[src/rtl/see_pkg.sv]
package see_pkg;

  typedef enum logic [2:0] {
    CMD_READ, CMD_WRITE, CMD_ERASE, CMD_WEN, CMD_WDS, CMD_ERAL, CMD_WRAL
  } cmd_e;

  typedef enum logic [2:0] {
    ST_IDLE, ST_HDR, ST_DATA, ST_READ, ST_ARMED, ST_DONE
  } state_e;

  // Opcode 00 is split further by the two top field bits.
  function automatic cmd_e decode_cmd(input logic [1:0] op, input logic [1:0] sel);
    cmd_e c;
    case (op)
      2'b10:   c = CMD_READ;
      2'b01:   c = CMD_WRITE;
      2'b11:   c = CMD_ERASE;
      default: begin
        case (sel)
          2'b11:   c = CMD_WEN;
          2'b10:   c = CMD_ERAL;
          2'b01:   c = CMD_WRAL;
          default: c = CMD_WDS;
        endcase
      end
    endcase
    return c;
  endfunction

  function automatic logic needs_data(input cmd_e c);
    return (c == CMD_WRITE) || (c == CMD_WRAL);
  endfunction

endpackage

[src/rtl/see_pin_edges.sv]
module see_pin_edges (
  input  logic clk,
  input  logic rst_n,
  input  logic sk,
  input  logic cs,
  output logic sk_rise,
  output logic cs_fall
);
  logic sk_q, cs_q;

  always_ff @(posedge clk) begin
    if (!rst_n) begin
      sk_q <= 1'b0;
      cs_q <= 1'b0;
    end else begin
      sk_q <= sk;
      cs_q <= cs;
    end
  end

  assign sk_rise = sk & ~sk_q;
  assign cs_fall = cs_q & ~cs;
endmodule

[src/rtl/see_cmd_fsm.sv]
module see_cmd_fsm import see_pkg::*; #(
  parameter int WORD_W  = 16,
  parameter int ADDR_W  = 4,
  parameter int FIELD_W = 6
) (
  input  logic              clk,
  input  logic              rst_n,
  input  logic              cs,
  input  logic              di,
  input  logic              sk_rise,
  input  logic              cs_fall,
  input  logic              busy,
  input  logic [WORD_W-1:0] rd_word,
  output logic [ADDR_W-1:0] rd_addr,
  output logic              accept,
  output logic              set_wen,
  output logic              clr_wen,
  output logic              prog_req,
  output cmd_e              cmd_o,
  output logic [ADDR_W-1:0] addr_o,
  output logic [WORD_W-1:0] data_o,
  output logic              idle,
  output logic              dout
);
  localparam int HDR_LEN = 2 + FIELD_W;
  localparam int MAXB    = (HDR_LEN > WORD_W) ? HDR_LEN : WORD_W;
  localparam int CNT_W   = $clog2(MAXB) + 1;

  state_e            state;
  logic [CNT_W-1:0]  cnt;
  logic [HDR_LEN-1:0] hdr;
  logic [HDR_LEN-1:0] hdr_nxt;
  logic [WORD_W-1:0] shreg;
  logic              hdr_last;
  cmd_e              cmd_now;

  assign hdr_nxt  = {hdr[HDR_LEN-2:0], di};
  assign hdr_last = (state == ST_HDR) && sk_rise && (cnt == CNT_W'(HDR_LEN-1));
  assign cmd_now  = decode_cmd(hdr_nxt[HDR_LEN-1 -: 2], hdr_nxt[FIELD_W-1 -: 2]);
  assign rd_addr  = hdr_nxt[ADDR_W-1:0];
  assign accept   = (state == ST_IDLE) && cs && sk_rise && di && !busy;
  assign set_wen  = hdr_last && (cmd_now == CMD_WEN);
  assign clr_wen  = hdr_last && (cmd_now == CMD_WDS);
  assign prog_req = (state == ST_ARMED) && cs_fall;
  assign idle     = (state == ST_IDLE);

  always_ff @(posedge clk) begin
    if (!rst_n) begin
      state  <= ST_IDLE;
      cnt    <= '0;
      hdr    <= '0;
      shreg  <= '0;
      dout   <= 1'b0;
      cmd_o  <= CMD_WDS;
      addr_o <= '0;
      data_o <= '0;
    end else if (!cs) begin
      state <= ST_IDLE;
      cnt   <= '0;
      dout  <= 1'b0;
    end else begin
      case (state)
        ST_IDLE: if (accept) begin
          state <= ST_HDR;
          cnt   <= '0;
        end
        ST_HDR: if (sk_rise) begin
          hdr <= hdr_nxt;
          cnt <= cnt + 1'b1;
          if (hdr_last) begin
            cmd_o  <= cmd_now;
            addr_o <= hdr_nxt[ADDR_W-1:0];
            cnt    <= '0;
            if (cmd_now == CMD_READ) begin
              state <= ST_READ;
              shreg <= rd_word;
              dout  <= 1'b0;
            end else if (needs_data(cmd_now)) begin
              state <= ST_DATA;
            end else if (cmd_now == CMD_ERASE || cmd_now == CMD_ERAL) begin
              state <= ST_ARMED;
            end else begin
              state <= ST_DONE;
            end
          end
        end
        ST_DATA: if (sk_rise) begin
          data_o <= {data_o[WORD_W-2:0], di};
          cnt    <= cnt + 1'b1;
          if (cnt == CNT_W'(WORD_W-1)) state <= ST_ARMED;
        end
        ST_READ: if (sk_rise) begin
          dout  <= shreg[WORD_W-1];
          shreg <= {shreg[WORD_W-2:0], 1'b0};
        end
        default: ;
      endcase
    end
  end

  assert_cs_abort_R11: assert property (@(posedge clk) disable iff (!rst_n)
    !cs |=> (state == ST_IDLE));
  assert_dout_on_edges_R4: assert property (@(posedge clk) disable iff (!rst_n)
    (cs && !sk_rise) |=> $stable(dout));
endmodule

[src/rtl/see_prog_engine.sv]
module see_prog_engine import see_pkg::*; #(
  parameter int WORD_W      = 16,
  parameter int ADDR_W      = 4,
  parameter int PROG_CYCLES = 200
) (
  input  logic              clk,
  input  logic              rst_n,
  input  logic              set_wen,
  input  logic              clr_wen,
  input  logic              prog_req,
  input  cmd_e              cmd,
  input  logic [ADDR_W-1:0] addr,
  input  logic [WORD_W-1:0] data,
  input  logic [ADDR_W-1:0] rd_addr,
  output logic [WORD_W-1:0] rd_word,
  output logic              busy,
  output logic              go
);
  localparam int WORDS = 1 << ADDR_W;
  localparam int TW    = $clog2(PROG_CYCLES + 1);

  logic              wen;
  logic [TW-1:0]     tcnt;
  cmd_e              p_cmd;
  logic [ADDR_W-1:0] p_addr;
  logic [WORD_W-1:0] p_data;
  logic              commit;
  logic [WORDS*WORD_W-1:0] flat;

  function automatic logic [WORD_W-1:0] next_word(
    input cmd_e c, input logic hit,
    input logic [WORD_W-1:0] old, input logic [WORD_W-1:0] d);
    case (c)
      CMD_ERASE: return hit ? '1 : old;
      CMD_WRITE: return hit ? d  : old;
      CMD_ERAL:  return '1;
      CMD_WRAL:  return d;
      default:   return old;
    endcase
  endfunction

  assign go     = prog_req && wen && !busy;
  assign commit = busy && (tcnt == TW'(PROG_CYCLES-1));

  always_ff @(posedge clk) begin
    if (!rst_n)       wen <= 1'b0;
    else if (set_wen) wen <= 1'b1;
    else if (clr_wen) wen <= 1'b0;
  end

  always_ff @(posedge clk) begin
    if (!rst_n) begin
      busy   <= 1'b0;
      tcnt   <= '0;
      p_cmd  <= CMD_WDS;
      p_addr <= '0;
      p_data <= '0;
    end else if (go) begin
      busy   <= 1'b1;
      tcnt   <= '0;
      p_cmd  <= cmd;
      p_addr <= addr;
      p_data <= data;
    end else if (busy) begin
      tcnt <= tcnt + 1'b1;
      if (commit) busy <= 1'b0;
    end
  end

  for (genvar i = 0; i < WORDS; i++) begin : g_word
    logic [WORD_W-1:0] q;
    always_ff @(posedge clk) begin
      if (!rst_n)      q <= '1;
      else if (commit) q <= next_word(p_cmd, p_addr == ADDR_W'(i), q, p_data);
    end
    assign flat[i*WORD_W +: WORD_W] = q;
  end

  assign rd_word = flat[int'(rd_addr)*WORD_W +: WORD_W];

  assert_go_then_busy_R8: assert property (@(posedge clk) disable iff (!rst_n)
    go |=> busy);
  assert_mem_frozen_R10: assert property (@(posedge clk) disable iff (!rst_n)
    !busy |=> $stable(flat));
  assert_wen_source_R5: assert property (@(posedge clk) disable iff (!rst_n)
    $rose(wen) |-> $past(set_wen));
endmodule

[src/rtl/serial_eeprom_slave.sv]
module serial_eeprom_slave import see_pkg::*; #(
  parameter int WORD_W      = 16,
  parameter int ADDR_W      = 4,
  parameter int FIELD_W     = 6,
  parameter int PROG_CYCLES = 200
) (
  input  logic clk,
  input  logic rst_n,
  input  logic chip_sel,
  input  logic ser_clk,
  input  logic ser_in,
  output logic ser_out
);
  logic              sk_rise, cs_fall;
  logic              accept, set_wen, clr_wen, prog_req, idle, fsm_dout;
  logic              busy, go, stat_flag;
  logic [ADDR_W-1:0] rd_addr, addr;
  logic [WORD_W-1:0] rd_word, data;
  cmd_e              cmd;

  see_pin_edges u_edges (
    .clk(clk), .rst_n(rst_n), .sk(ser_clk), .cs(chip_sel),
    .sk_rise(sk_rise), .cs_fall(cs_fall)
  );

  see_cmd_fsm #(.WORD_W(WORD_W), .ADDR_W(ADDR_W), .FIELD_W(FIELD_W)) u_fsm (
    .clk(clk), .rst_n(rst_n), .cs(chip_sel), .di(ser_in),
    .sk_rise(sk_rise), .cs_fall(cs_fall), .busy(busy), .rd_word(rd_word),
    .rd_addr(rd_addr), .accept(accept), .set_wen(set_wen), .clr_wen(clr_wen),
    .prog_req(prog_req), .cmd_o(cmd), .addr_o(addr), .data_o(data),
    .idle(idle), .dout(fsm_dout)
  );

  see_prog_engine #(.WORD_W(WORD_W), .ADDR_W(ADDR_W), .PROG_CYCLES(PROG_CYCLES)) u_eng (
    .clk(clk), .rst_n(rst_n), .set_wen(set_wen), .clr_wen(clr_wen),
    .prog_req(prog_req), .cmd(cmd), .addr(addr), .data(data),
    .rd_addr(rd_addr), .rd_word(rd_word), .busy(busy), .go(go)
  );

  always_ff @(posedge clk) begin
    if (!rst_n)      stat_flag <= 1'b0;
    else if (go)     stat_flag <= 1'b1;
    else if (accept) stat_flag <= 1'b0;
  end

  assign ser_out = !chip_sel ? 1'b0 :
                   (idle && stat_flag) ? ~busy : fsm_dout;

  assert_busy_after_cs_fall_R8: assert property (@(posedge clk) disable iff (!rst_n)
    $rose(busy) |-> $past(!chip_sel));
endmodule

[config.mk]
export PLATFORM = sky130hd
export DESIGN_NAME = serial_eeprom_slave
export DESIGN_NICKNAME = d
export VERILOG_FILES = /design/src/rtl/see_pkg.sv /design/src/rtl/see_pin_edges.sv /design/src/rtl/see_cmd_fsm.sv /design/src/rtl/see_prog_engine.sv /design/src/rtl/serial_eeprom_slave.sv
export SDC_FILE = /design/constraint.sdc
export NUM_CORES = 1
export LEC_CHECK = 0
export BUFFER_PORTS_ARGS = -buffer_cell sky130_fd_sc_hd__buf_2
export CAP_MARGIN = 10
export CORE_ASPECT_RATIO = 0.7
export CORE_MARGIN = 2
export CORE_UTILIZATION = 63
export CTS_CLUSTER_SIZE = 30
export DETAILED_ROUTE_END_ITERATION = 8
export GPL_TIMING_DRIVEN = 0
export PLACE_DENSITY_LB_ADDON = 0.3
export REMOVE_ABC_BUFFERS = 1
export SLEW_MARGIN = 10
export SYNTH_ARGS = -nofsm -noshare
export SYNTH_HDL_FRONTEND = slang
export SYNTH_SLANG_ARGS = --single-unit
[constraint.sdc]
create_clock -name clk -period 2.4 [get_ports clk]
set_input_delay 0.24 -clock clk [delete_from_list [all_inputs] [get_ports clk]]
set_output_delay 0.24 -clock clk [all_outputs]
set_load 0.01 [all_outputs]
## Word level (Yosys, flattened, before mapping)

Cells that the tools add are included.

| storage, ports and cells | value |
|---|---|
| register bits after elaboration | 347 |
| latch bits | 0 |
| RAM bits | 0 |
| ROM bits | 0 |
| memories | 0 |

| operators by class | value |
|---|---|
| add/sub/neg operators | 2 |
| multiply operators | 0 |
| div/mod/pow operators | 0 |
| magnitude comparators | 0 |
| eq/ne operators | 77 |
| shift operators | 1 |
| mux-type cells | 83 |
| bitwise gates (word level) | 6 |
| reduce and logical (&&, ||, !) cells | 49 |

Operator list:

| cell | number |
|---|---|
| 16-bit case mux with 4 select lines | 16 |
| 16-bit two-way mux | 36 |
| 256-bit by 9-bit variable part select with 16-bit output | 1 |
| 2-bit by 1-bit inequality test with 1-bit output (second input constant) | 37 |
| 4-bit AND reduction | 18 |
| 4-bit equality test (second input constant) | 8 |
| 16-bit case mux with 2 select lines | 1 |
| 3-bit case mux with 3 select lines | 3 |
| 3-bit two-way mux | 7 |
| 5-bit two-way mux | 4 |
| 3-bit equality test (second input constant) | 6 |
| 4-bit by 3-bit equality test with 1-bit output (second input constant) | 4 |
| 3-bit by 2-bit equality test with 1-bit output (second input constant) | 5 |
| 5-bit case mux with 3 select lines | 1 |
| 1-bit two-way mux | 14 |
| 1-bit logical AND | 13 |
| 6-bit AND reduction | 2 |
| 3-bit by 1-bit equality test with 1-bit output (second input constant) | 3 |
| 8-bit by 1-bit adder with 8-bit output (second input constant) | 1 |
| 2-bit equality test (second input constant) | 4 |
| 4-bit by 2-bit equality test with 1-bit output (second input constant) | 2 |
| 8-bit equality test (second input constant) | 1 |
| 3-bit zero test | 2 |
| 3-bit AND reduction | 2 |
| other kinds (18) | 27 |

## Longest topological paths before layout

| logic depth | value |
|---|---|
| depth in word-level cells | 11 |
| gate-level depth with buffers | 9 |
| depth with buffers taken out | 6 |

## By module

From an unflattened synthesis, not the netlist that was laid out.

| second synthesis, totals | value |
|---|---|
| cells, all modules | 1490 |
| area total of the unflattened synthesis | 16375.7 um^2 |

By module, submodules not included:

| module | times used | cells an instance | area each (um^2) | seq. area each (um^2) |
|---|---|---|---|---|
| see_prog_engine | 1 | 1184 | 13644.3 | 5785.5 |
| see_cmd_fsm | 1 | 294 | 2611.3 | 1101.1 |
| see_pin_edges | 1 | 6 | 68.8 | 40.0 |
| serial_eeprom_slave | 1 | 6 | 51.3 | 20.0 |

## Least setup slack after synthesis

No wires, ideal clock.

| path | value |
|---|---|
| path type | register to register |
| start | reg u_fsm.hdr[1] |
| end | reg u_fsm.shreg[0] |
| setup time | 117 ps |
| arrival | 1897 ps |
| required time | 2283 ps |
| path slack | 385 ps |
| stages on the path, launching flop included | 6 |
| buffers on the path | 2 |
| period minus slack after synthesis | 2015 ps |
| path through | dfxtp_1 buf_4 buf_2 mux4_2 mux4_2 a32o_1 |

| between the ends | value |
|---|---|
| longest elaborated chain between the ends | 5 |

Ends and longest elaborated chain:

| item | RTL line | RTL |
|---|---|---|
| start, declared | see_cmd_fsm.sv:31 | `logic [HDR_LEN-1:0] hdr;` |
| start signal, assigned | see_cmd_fsm.sv:68 | `hdr <= hdr_nxt;` |
| 256-bit by 9-bit variable part select with 16-bit output | see_prog_engine.sv:79 | `assign rd_word = flat[int'(rd_addr)*WORD_W +: WORD_W];` |
| 16-bit two-way mux | see_cmd_fsm.sv:74 | `if (cmd_now == CMD_READ) begin` |
| 16-bit two-way mux | see_cmd_fsm.sv:70 | `if (hdr_last) begin` |
| 16-bit two-way mux | see_cmd_fsm.sv:67 | `ST_HDR: if (sk_rise) begin` |
| 16-bit case mux with 2 select lines | see_cmd_fsm.sv:62 | `case (state)` |
| end signal, assigned | see_cmd_fsm.sv:76 | `shreg <= rd_word;` |
| end signal, assigned | see_cmd_fsm.sv:94 | `shreg <= {shreg[WORD_W-2:0], 1'b0};` |
| end, declared | see_cmd_fsm.sv:33 | `logic [WORD_W-1:0] shreg;` |

Every way passes these cells. The select of a mux whose other input is x is not followed.
A chain may end at the register's enable or synchronous reset.

## Final worst setup path

| path | value |
|---|---|
| start | reg u_eng.p_cmd[1] |
| end | reg u_eng.g_word[15].q[8] |

| between the ends | value |
|---|---|
| longest elaborated chain between the ends | 3 |
| elaborated cells on any way between the ends | 9 |

Ends and longest elaborated chain:

| item | RTL line | RTL |
|---|---|---|
| start, declared | see_prog_engine.sv:24 | `cmd_e p_cmd;` |
| start signal, assigned | see_prog_engine.sv:61 | `p_cmd <= cmd;` |
| 3-bit by 1-bit equality test with 1-bit output (tied with other cells) | see_prog_engine.sv:33 | `case (c)` |
| 2-bit by 1-bit inequality test with 1-bit output (no source line) or 4-bit nonzero test (tied branches) | -- |  |
| 4-bit AND reduction (no source line) | -- |  |
| end signal, assigned | see_prog_engine.sv:74 | `else if (commit) q <= next_word(p_cmd, p_addr == ADDR_W'(i), q, p_data);` |
| end, declared | see_prog_engine.sv:71 | `logic [WORD_W-1:0] q;` |

Parallel ways exist; a longest one is shown, timed or not.

==> flow_summary.yaml <==
run_status:
  status: "complete, no violations"
floorplanning:
  dieHeight_um: 132
  io_pins: 6
  num_rows: 46
  dieArea_sq_um: 24600
  initial_utilization_pct: 64.5
  fp.coreArea_sq_um: 22800
  die_width_um: 187
synth:
  ys_types: 54
  synth_compound_gate_area_share_pct: 20.1
  synth_top_family_by_area: "compound AO/OA/AOI/OAI gates"
  post_synth_main_area_contributors: "dfxtp_1 47%, o211ai_1 13%, nand2_1 10%"
  post_synth_fa_ha_maj_area_fraction_pct: 0.425
  syn_area_sq_um: 14700
  most_instantiated_flip_flop_cell_in_the_synthesis_netlist: "dfxtp_1"
  synthDominantAreaCellType: "dfxtp_1"
  yosysWarningCount: 0
  post_synthesis_share_of_cell_area_spent_on_and_or_nand_and_nor_gates_pct: 16.4
  fraction_of_the_yosys_area_taken_by_sequential_cells_pct: 47.2
  yosys_register_bits: 347
  yosys-mux-area-fraction_pct: 10.8
  post-synth-top-count-cell: "nand2_1"
  synth_area_in_xor_xnor_pct: 0.476
  share_of_async_settable_or_async_resettable_flops_after_synthesis_pct: 0
  synth_edf_count: 0
  yosysTopAreaCellShare_pct: 47.2
  synth_commonest_cells: "396 x nand2_1, 347 x dfxtp_1, 257 x o211ai_1"
  average_cell_area_after_synthesis_sq_um: 9.39
  postSynthCellCount: 1567
grt:
  grt_max_degree: 131
  groute.usage.overall_pct: 30.2
  globalRoute.totalOverflow: 0
  via_count_of_the_first_global_routing_pass: 11200
  grt_antenna_before_repair: 0
  grt_pass1_wl_um: 60400
drt:
  drc_errors: 0
  avgRoutedWirePerCell_um: 20.9
  detailedRoute.firstPassIterationCount: 6
  vias_per_cell: 6.46
  vias: 11800
  routed_wirelength_um: 38200
  detailedRoute.firstIterationViolations: 1058
  route.antenna.remaining_nets: 0
placed_design:
  buffer_ports.inserted: 5
  detailed_place.area_sq_um: 15200
  dpl.hpwl_um: 22700
  gpl.final_weighted_congestion: 0.831
timing:
  final-setup-viol-count: 0
  timing.final.hold_violations: 0
  worstMarginPinSlew_ps: 1260
  clock.fmax_mhz: 421
  fin_crit_sh_pct: 98.9
  slew_violations: 0
  grt_setup_unrepaired: "yes"
  fin_skew_ps: 11.0
  final.min_clock_period_ps: 2370
  worst_slew_margin_rel_pct: 15.6
cts:
  worstSkewPairLatency_ps: 570
  cts_made_buffers: 31
  cts_buffer_depth: 3
  clkTransAtPathRegs_ps: 70
  h-tree-depth: 1
  clock_sink_count: 347
  cts_root_buffer: "clkbuf_16"
  cts_tree: "done"
min_path:
  hold_path.class: "input pin to flop"
  min-delay-start: "rst_n"
  timing.hold.worst_path_depth: 2
  min_to: "u_eng.g_word[3].q[12]$_SDFFE_PN1P_"
pwr:
  ir_drop_mv: 0.570
  p_leak_nw: 6.81
  power_per_cell_area_nw_per_um2: 668
final_layout:
  post_route_cells_drive_above_1_share_pct: 12.1
  antenna-diode-count: 0
  finish.net_count: 1503
  layout.core_utilization_pct: 72.1
  design_area_sq_um: 16400
  area.growth.synth_to_final_pct: 11.8
setup_path:
  worstSetupStartpointType: "flop"
  crit_arrival_ps: 2750
  timing_worst_setup_path_type: "flop to flop"
  setup.reg_to_reg.worst_slack_ps: 30
  worst-endpoint-required_ps: 2780
  worst_r2r_path_depth: 5
  crit-reg2reg-capture: "u_eng.g_word[15].q[8]$_SDFFE_PN1P_"
  critical_path.max_fanout: 16
  reg2reg_from: "u_eng.p_cmd[1]$_SDFFE_PN0P_"
  crit_path_end_kind: "flop"
flow_run:
  max_cap_violations: 0
==> worst max-delay path: stages, from the launching register on <==
cell and delay (ps):
dfxtp_1 330, inv_1 70, ha_1 260, mux2i_4 230, nor2_1 1010, o211ai_1 270
==> logic make-up after synthesis <==
group,count (synthesis)
fa+ha+maj,5
compound gates,393
buf+inv,156
mux,96
flops,347
xor+xnor,8
simple gates,562
==> flip-flops by register name (all words and copies together) (netlist names) <==
name,cells
u_eng.p_addr,4
u_eng.tcnt,8
stat_flag,1
u_eng.wen,1
u_fsm.cnt,5
u_edges.cs_q,1
u_eng.p_data,16
u_fsm.addr_o,4
u_eng.g_word.q,256
u_edges.sk_q,1
u_fsm.cmd_o,3
u_fsm.hdr,7
u_fsm.state,3
u_eng.p_cmd,3
u_fsm.data_o,16
u_fsm.shreg,16
u_eng.busy,1
u_fsm.dout,1
==> routing by layer <==
layer	track usage, %	part of all wire [%]
met1	42.3	44
met2	48.3	45
met3	5.35	8.6
met4	8.60	2.8
met5	0	0
==> per-stage QoR <==
step                      TNS, ps  cells  power [W]  worst slack (ps)  hold slack (ps)
after global routing        -67.1   1829     0.0113             -54.2             96.3
after detailed placement   -46160   1757    0.00609              -417              458
after CTS                       0   1819     0.0110              6.80             78.2
after global placement    -792930   1735    0.00609             -3500              444
after floorplan            -63510   1418    0.00596             -1360              302
final                           0   1829     0.0110              25.3             76.8
==> placed cells by master, fill, tap and decap left out, types with 6 or more instances in the layout <==
master and instances:
mux4_2 50, clkbuf_8 9, o211ai_1 257, nor2b_1 16, buf_8 6, clkinv_2 9
dfxtp_1 343, o21ai_4 16, clkbuf_16 31, a21boi_0 54, nand2b_1 22, nor3_1 8
nand3_1 9, inv_1 7, mux2i_1 45, a21oi_1 8, nor2_1 61, a311o_1 15
buf_16 17, o21ai_0 9, buf_4 8, nand2_1 395, a22oi_1 16, nand4_1 18
==> report_power, final <==
group	internal [W]	leakage, nW	switching, W
Combinational	0.0000563	3.49	0.000151
Clock	0.00286	0.521	0.00216
Sequential	0.00576	2.81	0.00000534
==> final cells by class <==
cell class | instances | area (sq um)
sequential | 347 | 6960
tap | 312 | 390
timing repair buffer | 42 | 751
fill | 1590 | 6350
multi-input combinational | 1064 | 7290
clock inverter | 12 | 114
clock buffer | 45 | 918
inverter | 7 | 26.3
==> worst max path at each step <==
stage,cells after the start,endpoint,start,slack [ps]
2_1_floorplan,5,u_fsm.shreg[10]$_SDFFE_PN0P_,u_fsm.hdr[0]$_SDFFE_PN0P_,-1360
3_3_place_gp,5,u_fsm.state[1]$_SDFFE_PN0P_,rst_n,-3500
3_5_place_dp,8,u_eng.g_word[13].q[15]$_SDFFE_PN1P_,u_eng.busy$_SDFF_PN0_,-420
4_1_cts,5,u_fsm.shreg[15]$_SDFFE_PN0P_,u_fsm.hdr[0]$_SDFFE_PN0P_,7
5_1_grt,4,u_eng.g_word[15].q[8]$_SDFFE_PN1P_,u_eng.p_cmd[1]$_SDFFE_PN0P_,-50
6_report,5,u_eng.g_word[15].q[8]$_SDFFE_PN1P_,u_eng.p_cmd[1]$_SDFFE_PN0P_,30
==> timing repair <==
| action | CTS | global route |
|---|---|---|
| pin swaps | 2 | 3 |
| hold buffers | 1 | 0 |
| setup buffers | 4 | 9 |
| endpoints found under the hold margin | 1 | 0 |
| setup endpoints to repair | 263 | 82 |
| gates resized for setup | 7 | 3 |
No activity file was read; power rests on OpenSTA's default activity.
